### config.mk
export PLATFORM = sky130hd
export DESIGN_NAME = load_reuse_predictor
export DESIGN_NICKNAME = d
export VERILOG_FILES = /design/src/rtl/lrp_pkg.sv /design/src/rtl/lrp_satcount.sv /design/src/rtl/lrp_ctrl.sv /design/src/rtl/lrp_datapath.sv /design/src/rtl/load_reuse_predictor.sv
export SDC_FILE = /design/constraint.sdc
export NUM_CORES = 1
export LEC_CHECK = 0
export BUFFER_PORTS_ARGS = -buffer_cell sky130_fd_sc_hd__buf_2
export CELL_PAD_IN_SITES_DETAIL_PLACEMENT = 1
export CELL_PAD_IN_SITES_GLOBAL_PLACEMENT = 1
export CORE_MARGIN = 2
export CORE_UTILIZATION = 43
export CTS_CLUSTER_SIZE = 20
export DETAILED_ROUTE_END_ITERATION = 16
export MAX_ROUTING_LAYER = met4
export PLACE_DENSITY_LB_ADDON = 0.1
export SETUP_SLACK_MARGIN = 0.05
export SYNTH_ARGS = -nofsm -noshare
export SYNTH_HDL_FRONTEND = slang
export SYNTH_SLANG_ARGS = --single-unit
### constraint.sdc
create_clock -name clk -period 2.68 [get_ports clk]
set_input_delay 0.134 -clock clk [delete_from_list [all_inputs] [get_ports clk]]
set_output_delay 0.134 -clock clk [all_outputs]
set_load 0.005 [all_outputs]
### src/rtl/lrp_pkg.sv
package lrp_pkg;
  // strobes from control to datapath
  typedef struct packed {
    logic train;          // move the counter of the resolving load
    logic up;             // direction when training
    logic bumpLoads;
    logic bumpRedundant;
    logic bumpMiss;
  } lrpStrobe_t;
endpackage

### src/rtl/lrp_satcount.sv
module lrp_satcount #(
  parameter int W = 32
) (
  input  logic         clk,
  input  logic         rst_n,
  input  logic         bump,
  output logic [W-1:0] count
);
  localparam logic [W-1:0] TOP = {W{1'b1}};

  always_ff @(posedge clk or negedge rst_n) begin
    if (!rst_n)                  count <= '0;
    else if (bump && count != TOP) count <= count + 1'b1;
  end

  // holds at all ones
  a_r8_no_wrap: assert property (@(posedge clk) disable iff (!rst_n)
    (bump && count == TOP) |=> count == TOP);
  // one step per bump
  a_r7_single_step: assert property (@(posedge clk) disable iff (!rst_n)
    (bump && count != TOP) |=> count == $past(count) + 1'b1);
  // idle means no change
  a_r10_hold: assert property (@(posedge clk) disable iff (!rst_n)
    !bump |=> $stable(count));
endmodule

### src/rtl/lrp_ctrl.sv
module lrp_ctrl
  import lrp_pkg::*;
(
  input  logic       clk,
  input  logic       rst_n,
  input  logic       predValid,
  input  logic       predHit,
  input  logic       predCtrMsb,
  input  logic       resValid,
  input  logic       resPredicted,
  input  logic       valueMatch,
  output logic       predRedundant,
  output logic       flushReq,
  output lrpStrobe_t strobe
);
  always_comb begin
    predRedundant = predValid && predHit && predCtrMsb;
    flushReq      = resValid && resPredicted && !valueMatch;
    strobe.train         = resValid;
    strobe.up            = valueMatch;
    strobe.bumpLoads     = resValid;
    strobe.bumpRedundant = resValid && valueMatch;
    strobe.bumpMiss      = resValid && (resPredicted != valueMatch);
  end

  // a miss never yields a redundant guess
  a_r4_miss_blocks: assert property (@(posedge clk) disable iff (!rst_n)
    (predValid && !predHit) |-> !predRedundant);
  // flush only follows a redundant guess
  a_r6_flush_source: assert property (@(posedge clk) disable iff (!rst_n)
    flushReq |-> (resValid && resPredicted));
  // every flush is also counted as a mispredict
  a_r7_flush_counted: assert property (@(posedge clk) disable iff (!rst_n)
    flushReq |-> strobe.bumpMiss);
  // idle resolve port issues no strobes
  a_r10_quiet: assert property (@(posedge clk) disable iff (!rst_n)
    !resValid |-> (strobe.train == 1'b0 && strobe.bumpLoads == 1'b0 &&
                   strobe.bumpRedundant == 1'b0 && strobe.bumpMiss == 1'b0));
endmodule

### src/rtl/lrp_datapath.sv
module lrp_datapath
  import lrp_pkg::*;
#(
  parameter int ENTRIES = 64,
  parameter int PC_W    = 32,
  parameter int DATA_W  = 32,
  parameter int STAT_W  = 32
) (
  input  logic              clk,
  input  logic              rst_n,
  input  logic [PC_W-1:0]   predPc,
  input  logic [PC_W-1:0]   resPc,
  input  logic [DATA_W-1:0] resLoadVal,
  input  logic [DATA_W-1:0] resOldVal,
  input  lrpStrobe_t        strobe,
  output logic              predCtrMsb,
  output logic              valueMatch,
  output logic [STAT_W-1:0] statLoads,
  output logic [STAT_W-1:0] statRedundant,
  output logic [STAT_W-1:0] statMispredict
);
  localparam int IDX_W = $clog2(ENTRIES);

  logic [IDX_W-1:0] predIdx, resIdx;
  logic [1:0]       ctrTable [ENTRIES];

  assign predIdx    = predPc[IDX_W+1:2];
  assign resIdx     = resPc[IDX_W+1:2];
  assign valueMatch = (resLoadVal == resOldVal);
  assign predCtrMsb = ctrTable[predIdx][1];

  for (genvar i = 0; i < ENTRIES; i++) begin : g_ctr
    always_ff @(posedge clk or negedge rst_n) begin
      if (!rst_n) ctrTable[i] <= 2'b01;
      else if (strobe.train && resIdx == IDX_W'(i)) begin
        if (strobe.up) ctrTable[i] <= (ctrTable[i] == 2'b11) ? 2'b11 : ctrTable[i] + 2'b01;
        else           ctrTable[i] <= (ctrTable[i] == 2'b00) ? 2'b00 : ctrTable[i] - 2'b01;
      end
    end
  end

  lrp_satcount #(.W(STAT_W)) uLoads (.clk(clk), .rst_n(rst_n),
    .bump(strobe.bumpLoads), .count(statLoads));
  lrp_satcount #(.W(STAT_W)) uRed (.clk(clk), .rst_n(rst_n),
    .bump(strobe.bumpRedundant), .count(statRedundant));
  lrp_satcount #(.W(STAT_W)) uMiss (.clk(clk), .rst_n(rst_n),
    .bump(strobe.bumpMiss), .count(statMispredict));

  // an upward train never lowers the counter
  a_r3_up_monotonic: assert property (@(posedge clk) disable iff (!rst_n)
    (strobe.train && strobe.up) |=> ctrTable[$past(resIdx)] >= $past(ctrTable[resIdx]));
  // a downward train never raises the counter
  a_r3_down_monotonic: assert property (@(posedge clk) disable iff (!rst_n)
    (strobe.train && !strobe.up) |=> ctrTable[$past(resIdx)] <= $past(ctrTable[resIdx]));
  // redundant count never passes the load count
  a_r7_red_bounded: assert property (@(posedge clk) disable iff (!rst_n)
    statRedundant <= statLoads);
endmodule

### src/rtl/load_reuse_predictor.sv
module load_reuse_predictor
  import lrp_pkg::*;
#(
  parameter int ENTRIES = 64,
  parameter int PC_W    = 32,
  parameter int DATA_W  = 32,
  parameter int STAT_W  = 32
) (
  input  logic              clk,
  input  logic              rst_n,
  input  logic              predValid,
  input  logic [PC_W-1:0]   predPc,
  input  logic              predHit,
  output logic              predRedundant,
  input  logic              resValid,
  input  logic [PC_W-1:0]   resPc,
  input  logic [DATA_W-1:0] resLoadVal,
  input  logic [DATA_W-1:0] resOldVal,
  input  logic              resPredicted,
  output logic              flushReq,
  output logic [STAT_W-1:0] statLoads,
  output logic [STAT_W-1:0] statRedundant,
  output logic [STAT_W-1:0] statMispredict
);
  lrpStrobe_t strobe;
  logic       predCtrMsb, valueMatch;

  lrp_ctrl uCtrl (
    .clk(clk), .rst_n(rst_n),
    .predValid(predValid), .predHit(predHit), .predCtrMsb(predCtrMsb),
    .resValid(resValid), .resPredicted(resPredicted), .valueMatch(valueMatch),
    .predRedundant(predRedundant), .flushReq(flushReq), .strobe(strobe)
  );

  lrp_datapath #(.ENTRIES(ENTRIES), .PC_W(PC_W), .DATA_W(DATA_W), .STAT_W(STAT_W)) uData (
    .clk(clk), .rst_n(rst_n),
    .predPc(predPc), .resPc(resPc), .resLoadVal(resLoadVal), .resOldVal(resOldVal),
    .strobe(strobe), .predCtrMsb(predCtrMsb), .valueMatch(valueMatch),
    .statLoads(statLoads), .statRedundant(statRedundant), .statMispredict(statMispredict)
  );

  // a not-redundant guess never flushes
  a_r6_no_flush_on_no_guess: assert property (@(posedge clk) disable iff (!rst_n)
    (resValid && !resPredicted) |-> !flushReq);
  // no guess without a request
  a_r5_idle_predict: assert property (@(posedge clk) disable iff (!rst_n)
    !predValid |-> !predRedundant);
endmodule

# Word-level counts from Yosys, hierarchy flattened

Cells that the tools add are included.

$add $sub $neg: 131
Magnitude comparators: 1
Equality and inequality tests: 132
Multiplexer cells: 195
Bitwise operators: 1
Reductions and logical operators: 139

Operators with widths:

| operator              | count |
|---|---|
| $mux 2                | 194 |
| $eq 6x6->1 const B    | 32 |
| $add 2x1->2 const B   | 64 |
| $eq 2x2->1 const B    | 64 |
| $logic_not 2->1       | 64 |
| $sub 2x1->2 const B   | 64 |
| $add 32x1->32 const B | 3 |
| $eq 6x5->1 const B    | 16 |
| $ne 32x32->1 const B  | 3 |
| $logic_and 1x1->1     | 73 |
| $eq 6x4->1 const B    | 8 |
| $eq 32x32->1          | 1 |
| $eq 6x3->1 const B    | 4 |
| $bmux 2 s6            | 1 |
| $eq 6x2->1 const B    | 2 |
| $ge 7x7->1 const B    | 1 |
| $not 6->7             | 1 |
| $eq 6x1->1 const B    | 1 |
| $logic_not 6->1       | 1 |
| $logic_not 1->1       | 1 |
| $ne 1x1->1            | 1 |

Register bits: 224
Bits of input ports: 134
Output and inout port bits: 98

# Depth between registers and ports, before layout

Word-level depth: 5
Gate-level depth with buffers: 10
Gate-level depth less buffers: 8

# Cells and area by module

A second synthesis with hierarchy kept.

Cell total of the unflattened synthesis: 1335
Area, all modules: 12625.9 um^2

By module, submodules not included:

| module                          | times used | cells an instance | area an instance (um^2) | sequential area each (um^2) |
|---|---|---|---|---|
| lrp_datapath                    | 1          | 871               | 7701.1                  | 3283.1 |
| lrp_satcount (uData.uLoads ...) | 2          | 151               | 1624.1                  | 800.8 |
| lrp_satcount (uData.uRed)       | 1          | 153               | 1617.8                  | 800.8 |
| lrp_ctrl                        | 1          | 9                 | 58.8                    | 0.0 |

# Least setup slack after synthesis

OpenSTA, ideal clock, no wires.

Kind: register to register
Start: register uData.uRed.count[7]
End: register uData.uRed.count[1]
Arrival time: 2.210 ns
Path slack: 0.345 ns
Stages on the path, launching flop included: 8
Buffers on the path: 1
Path through: dfrtp_1 nand3_1 or4_1 or2_2 nor2_4 or3_1 buf_2 mux2_2

Cells in the longest elaborated chain, start to end: 2

RTL lines:

| what                   | line               | RTL |
|---|---|---|
| start, declared        | lrp_satcount.sv:7  | `output logic [W-1:0] count` |
| start signal, assigned | lrp_satcount.sv:13 | `else if (bump && count != TOP) count <= count + 1'b1;` |
| $ne 32x32->1           | lrp_satcount.sv:13 |  |
| $logic_and 1x1->1      | lrp_satcount.sv:13 |  |

Every way passes these cells.
A chain may end at the register's enable or synchronous reset.

# Final worst setup path

Start: register uData.ctrTable[41] (netlist bit)
End: output port predRedundant

Cells in the longest elaborated chain, start to end: 4

RTL lines:

| what                                       | line                       | RTL |
|---|---|---|
| start, declared                            | lrp_datapath.sv:25         | `logic [1:0] ctrTable [ENTRIES];` |
| start signal, assigned by index            | lrp_datapath.sv:36         | `if (strobe.up) ctrTable[i] <= (ctrTable[i] == 2'b11) ? 2'b11 : ctrTable[i] + 2'b01;` |
| start signal, assigned by index            | lrp_datapath.sv:37         | `else ctrTable[i] <= (ctrTable[i] == 2'b00) ? 2'b00 : ctrTable[i] - 2'b01;` |
| $bmux 2 s6                                 | lrp_datapath.sv:30         | `assign predCtrMsb = ctrTable[predIdx][1];` |
| $mux 2 (implied by the code) (2 in series) | lrp_datapath.sv:30         |  |
| $logic_and 1x1->1                          | lrp_ctrl.sv:17             | `predRedundant = predValid && predHit && predCtrMsb;` |
| end, declared                              | load_reuse_predictor.sv:14 | `output logic predRedundant,` |

Every way passes these cells. The select of a mux whose other input is x is not followed.

==> summary.md <==
| Metric | Value |
|---|---|
| Status | `complete, no violations` |
| DP HPWL | `23570 um` |
| Setup TNS | `0 ns` |
| Synth top area share | `33.46%` |
| Prevailing post-synth register cell | `dfrtp_1` |
| Worst-Margin Slew | `0.7608 ns` |
| Critical path arrival | `2.39 ns` |
| Gr ovfl total | `0` |
| Post-Syn Area | `11970 um2` |
| Vias per cell | `5.568` |
| FF-to-FF End | `uData.uRed.count[31]$_DFFE_PN0P_` |
| Post-route DRC violation count | `0` |
| Placed cells | `1810` |
| Final ANT Viol Nets | `0` |
| Worst rel slew slack | `49.28%` |
| Worst reg2reg startpoint | `uData.uRed.count[11]$_DFFE_PN0P_` |
| CP Class | `reg -> out` |
| Final GP Congestion | `0.7671` |
| Pre-antenna DRT Iters | `5` |
| Via count | `10390` |
| Cell count after synthesis | `1268` |
| Post-synth EDFFs | `0` |
| Worst VDD drop | `0.4578 mV` |
| Die area | `29180 um2` |
| Total CTS buffers | `27` |
| Final nets | `1603` |
| Fin. max-slew vios | `0` |
| Reg clk slew, reported paths | `0.06 ns` |
| Largest cells by area after synthesis | `dfrtp_1, dfstp_2, a21oi_1` |
| Reg2Reg Depth | `6` |
| CP Depth | `6` |
| Worst Hold Class | `in -> reg` |
| Worst path slowest cell | `mux4_2` |
| Pwr dens | `549.0 nW/um2` |
| Initial antenna violation count | `2` |
| Worst hold path depth | `4` |
| Worst Path Required | `2.55 ns` |
| Synth unique cells | `42` |
| Worst-case clock buffer depth | `3` |
| #FFs+latches synth | `224` |
| Critical path cell sequence | `mux4_2 > mux4_2 > nor2_4 > a2111o_1 > o21ai_2 > buf_2` |
| Core area | `27550 um2` |
| IO buf count | `179` |
| Initial core utilization | `43.43%` |
| Synthesized area per cell | `9.436 um2` |
| Fmax | `395.9 MHz` |
| Non-filler cells, final | `1866` |
| Layout cell share with drive strength beyond 1 | `28.18%` |
| Cell family with most CP delay | `multiplexers` |
| Syn. warnings | `0` |
| I/O pin count | `232` |
| DRT iter0 DRCs | `465` |
| CTS tree | `done` |
| Post-route setup slack | `0.1538 ns` |
| Leakage power | `0.006017 uW` |
| Root Buffer | `clkbuf_16` |
| WL/cell | `18.33 um` |
| Async S/R FF share, synth | `100.0%` |
| Worst Min Path Start | `resPredicted` |
| Sequential share of the synthesized area | `47.52%` |
| Worst Path Max Fanout | `2` |
| Syn nets | `1405` |
| Fillers | `3212` |
| Die X | `170.8 um` |
| Final WL | `34210 um` |
| H-tree levels | `1` |
| R2R Setup Slk | `0.24 ns` |
| Part of the cycle the worst path needs | `94.26%` |
| WP buf/inv | `1` |
| CP max stage delay | `0.52 ns` |
| Clk sinks | `224` |
| Worst setup EP type | `output port` |
| Clk_skew | `0.01163 ns` |
| Vias in the first global route | `10820` |
| Clock latency on the worst-skew pair | `0.55 ns` |
| Cell Rows | `61` |
| Finish-stage setup viols | `0` |
| Unrepaired setup endpoints after global routing | `no` |
| Min Tclk post-route | `2.526 ns` |
| Pin count of the biggest net entering global routing | `129` |
| Max Cap Viol | `0` |
| Most frequent CP cell | `mux4_2` |
| DP Worst Slack | `0.2114 ns` |
| First-pass GRT wire length | `56110 um` |
| CP startpoint kind | `flop` |
| Worst Hold End | `uData.uMiss.count[24]$_DFFE_PN0P_` |
| Most common cell in the netlist | `nor2_1` |
| Synth-to-layout area growth | `20.20%` |
| Hold Fails Final Rpt | `0` |
| Synth cell count leaders | `nor2_1, a21oi_1, dfrtp_1, nand3_1, nand2_1` |
| Die H | `170.8 um` |
| Biggest area consumer among synthesized cells | `dfrtp_1` |
| GRT Overall Usage | `24.57%` |
[state kept, by name, indices dropped and copies added, names as in the netlist]
signal              count
uData.uRed.count       32
uData.ctrTable        128
uData.uLoads.count     32
uData.uMiss.count      32
[worst min-delay path: stages]
cell and delay [ns]:
buf_2 0.14, xnor2_1 0.14, nand3_1 0.12, xnor2_1 0.06
[cell families after synthesis]
group | synth area share, %
flip-flops | 47.52
AND/OR/NAND/NOR | 22.38
AO/OA/AOI/OAI | 14.90
XOR/XNOR | 9.003
adder cells (fa/ha/maj) | 0.3137
buffers and inverters | 1.788
multiplexers | 4.099
[layer usage]
metal  up-vias  routed length (um)  track usage (%)
li1       4978                   -                -
met1      5175               15620            31.93
met2       195               16520            41.10
met3        42                1513            3.701
met4         0                 555            5.158
met5         -                   0                -
[through the flow]
stage / total power, uW / hold slack (ns) / utilization [%] / cell area [um2]
3_3_place_gp: 4327 / 0.1890 / 48.80 / 13450
2_1_floorplan: 3930 / -0.1616 / - / 11970
6_report: 7896 / 0.09540 / 52.20 / 14380
5_1_grt: 8236 / 0.1025 / 52.20 / 14380
3_5_place_dp: 4344 / 0.1879 / 48.80 / 13450
4_1_cts: 8020 / 0.06378 / 52.11 / 14360
[area by class of cell]
type	count	area (um2)	share of cell area, %
flip-flops and latches	224	5685	39.53
well taps	378	473.0	3.288
inverters	7	26.28	0.1827
repair buffers	214	1234	8.578
multi-input cells	992	6083	42.30
diodes	1	2.502	0.01740
clock buffers	44	819.5	5.698
clock inverters	6	58.81	0.4089
[how the worst max path moves through the flow]
stage / startpoint / end / slack (ns)
6_report: uData.ctrTable[41]$_DFFE_PN0P_ / predRedundant / 0.15
5_1_grt: uData.ctrTable[41]$_DFFE_PN0P_ / predRedundant / 0.07
4_1_cts: uData.ctrTable[47]$_DFFE_PN0P_ / predRedundant / 0.06
3_5_place_dp: resOldVal[4] / uData.uRed.count[17]$_DFFE_PN0P_ / 0.21
3_3_place_gp: uData.uLoads.count[8]$_DFFE_PN0P_ / uData.uLoads.count[1]$_DFFE_PN0P_ / 0.22
2_1_floorplan: uData.uRed.count[7]$_DFFE_PN0P_ / uData.uRed.count[1]$_DFFE_PN0P_ / 0.34
[cell usage in the layout, fill, tap and decap left out, types with 15 or more instances in the layout]
| cell | synthesis | layout |
|---|---|---|
| nand3_1 | 115 | 115 |
| nand4_1 | 37 | 37 |
| dfrtp_1 | 160 | 160 |
| nand2_1 | 114 | 114 |
| nor3_1 | 15 | 15 |
| xnor2_1 | 85 | 85 |
| dfstp_2 | 64 | 64 |
| o221a_2 | 64 | 64 |
| a21oi_1 | 195 | 194 |
| clkbuf_16 | 0 | 27 |
| mux4_2 | 18 | 18 |
| buf_4 | 0 | 29 |
| nor2_1 | 224 | 223 |
| xor2_1 | 38 | 38 |
| buf_2 | 15 | 178 |
[report_power, final]
group	internal, uW	switching, uW
registers	3490	127
logic	287	378
clock network	2170	1450
[repair_timing]
| action | 4_1_cts | 5_1_grt |
|---|---|---|
| buffers inserted | 2 | 2 |
| cloned | 0 | 0 |
| hold endpoints to repair | 67 | 0 |
| endpoints found under the setup margin | 1 | 12 |
| pin swaps | 0 | 0 |
| hold buffers | 1 | 0 |
| resized for setup | 3 | 3 |
Power figures use the tool's default switching activity.
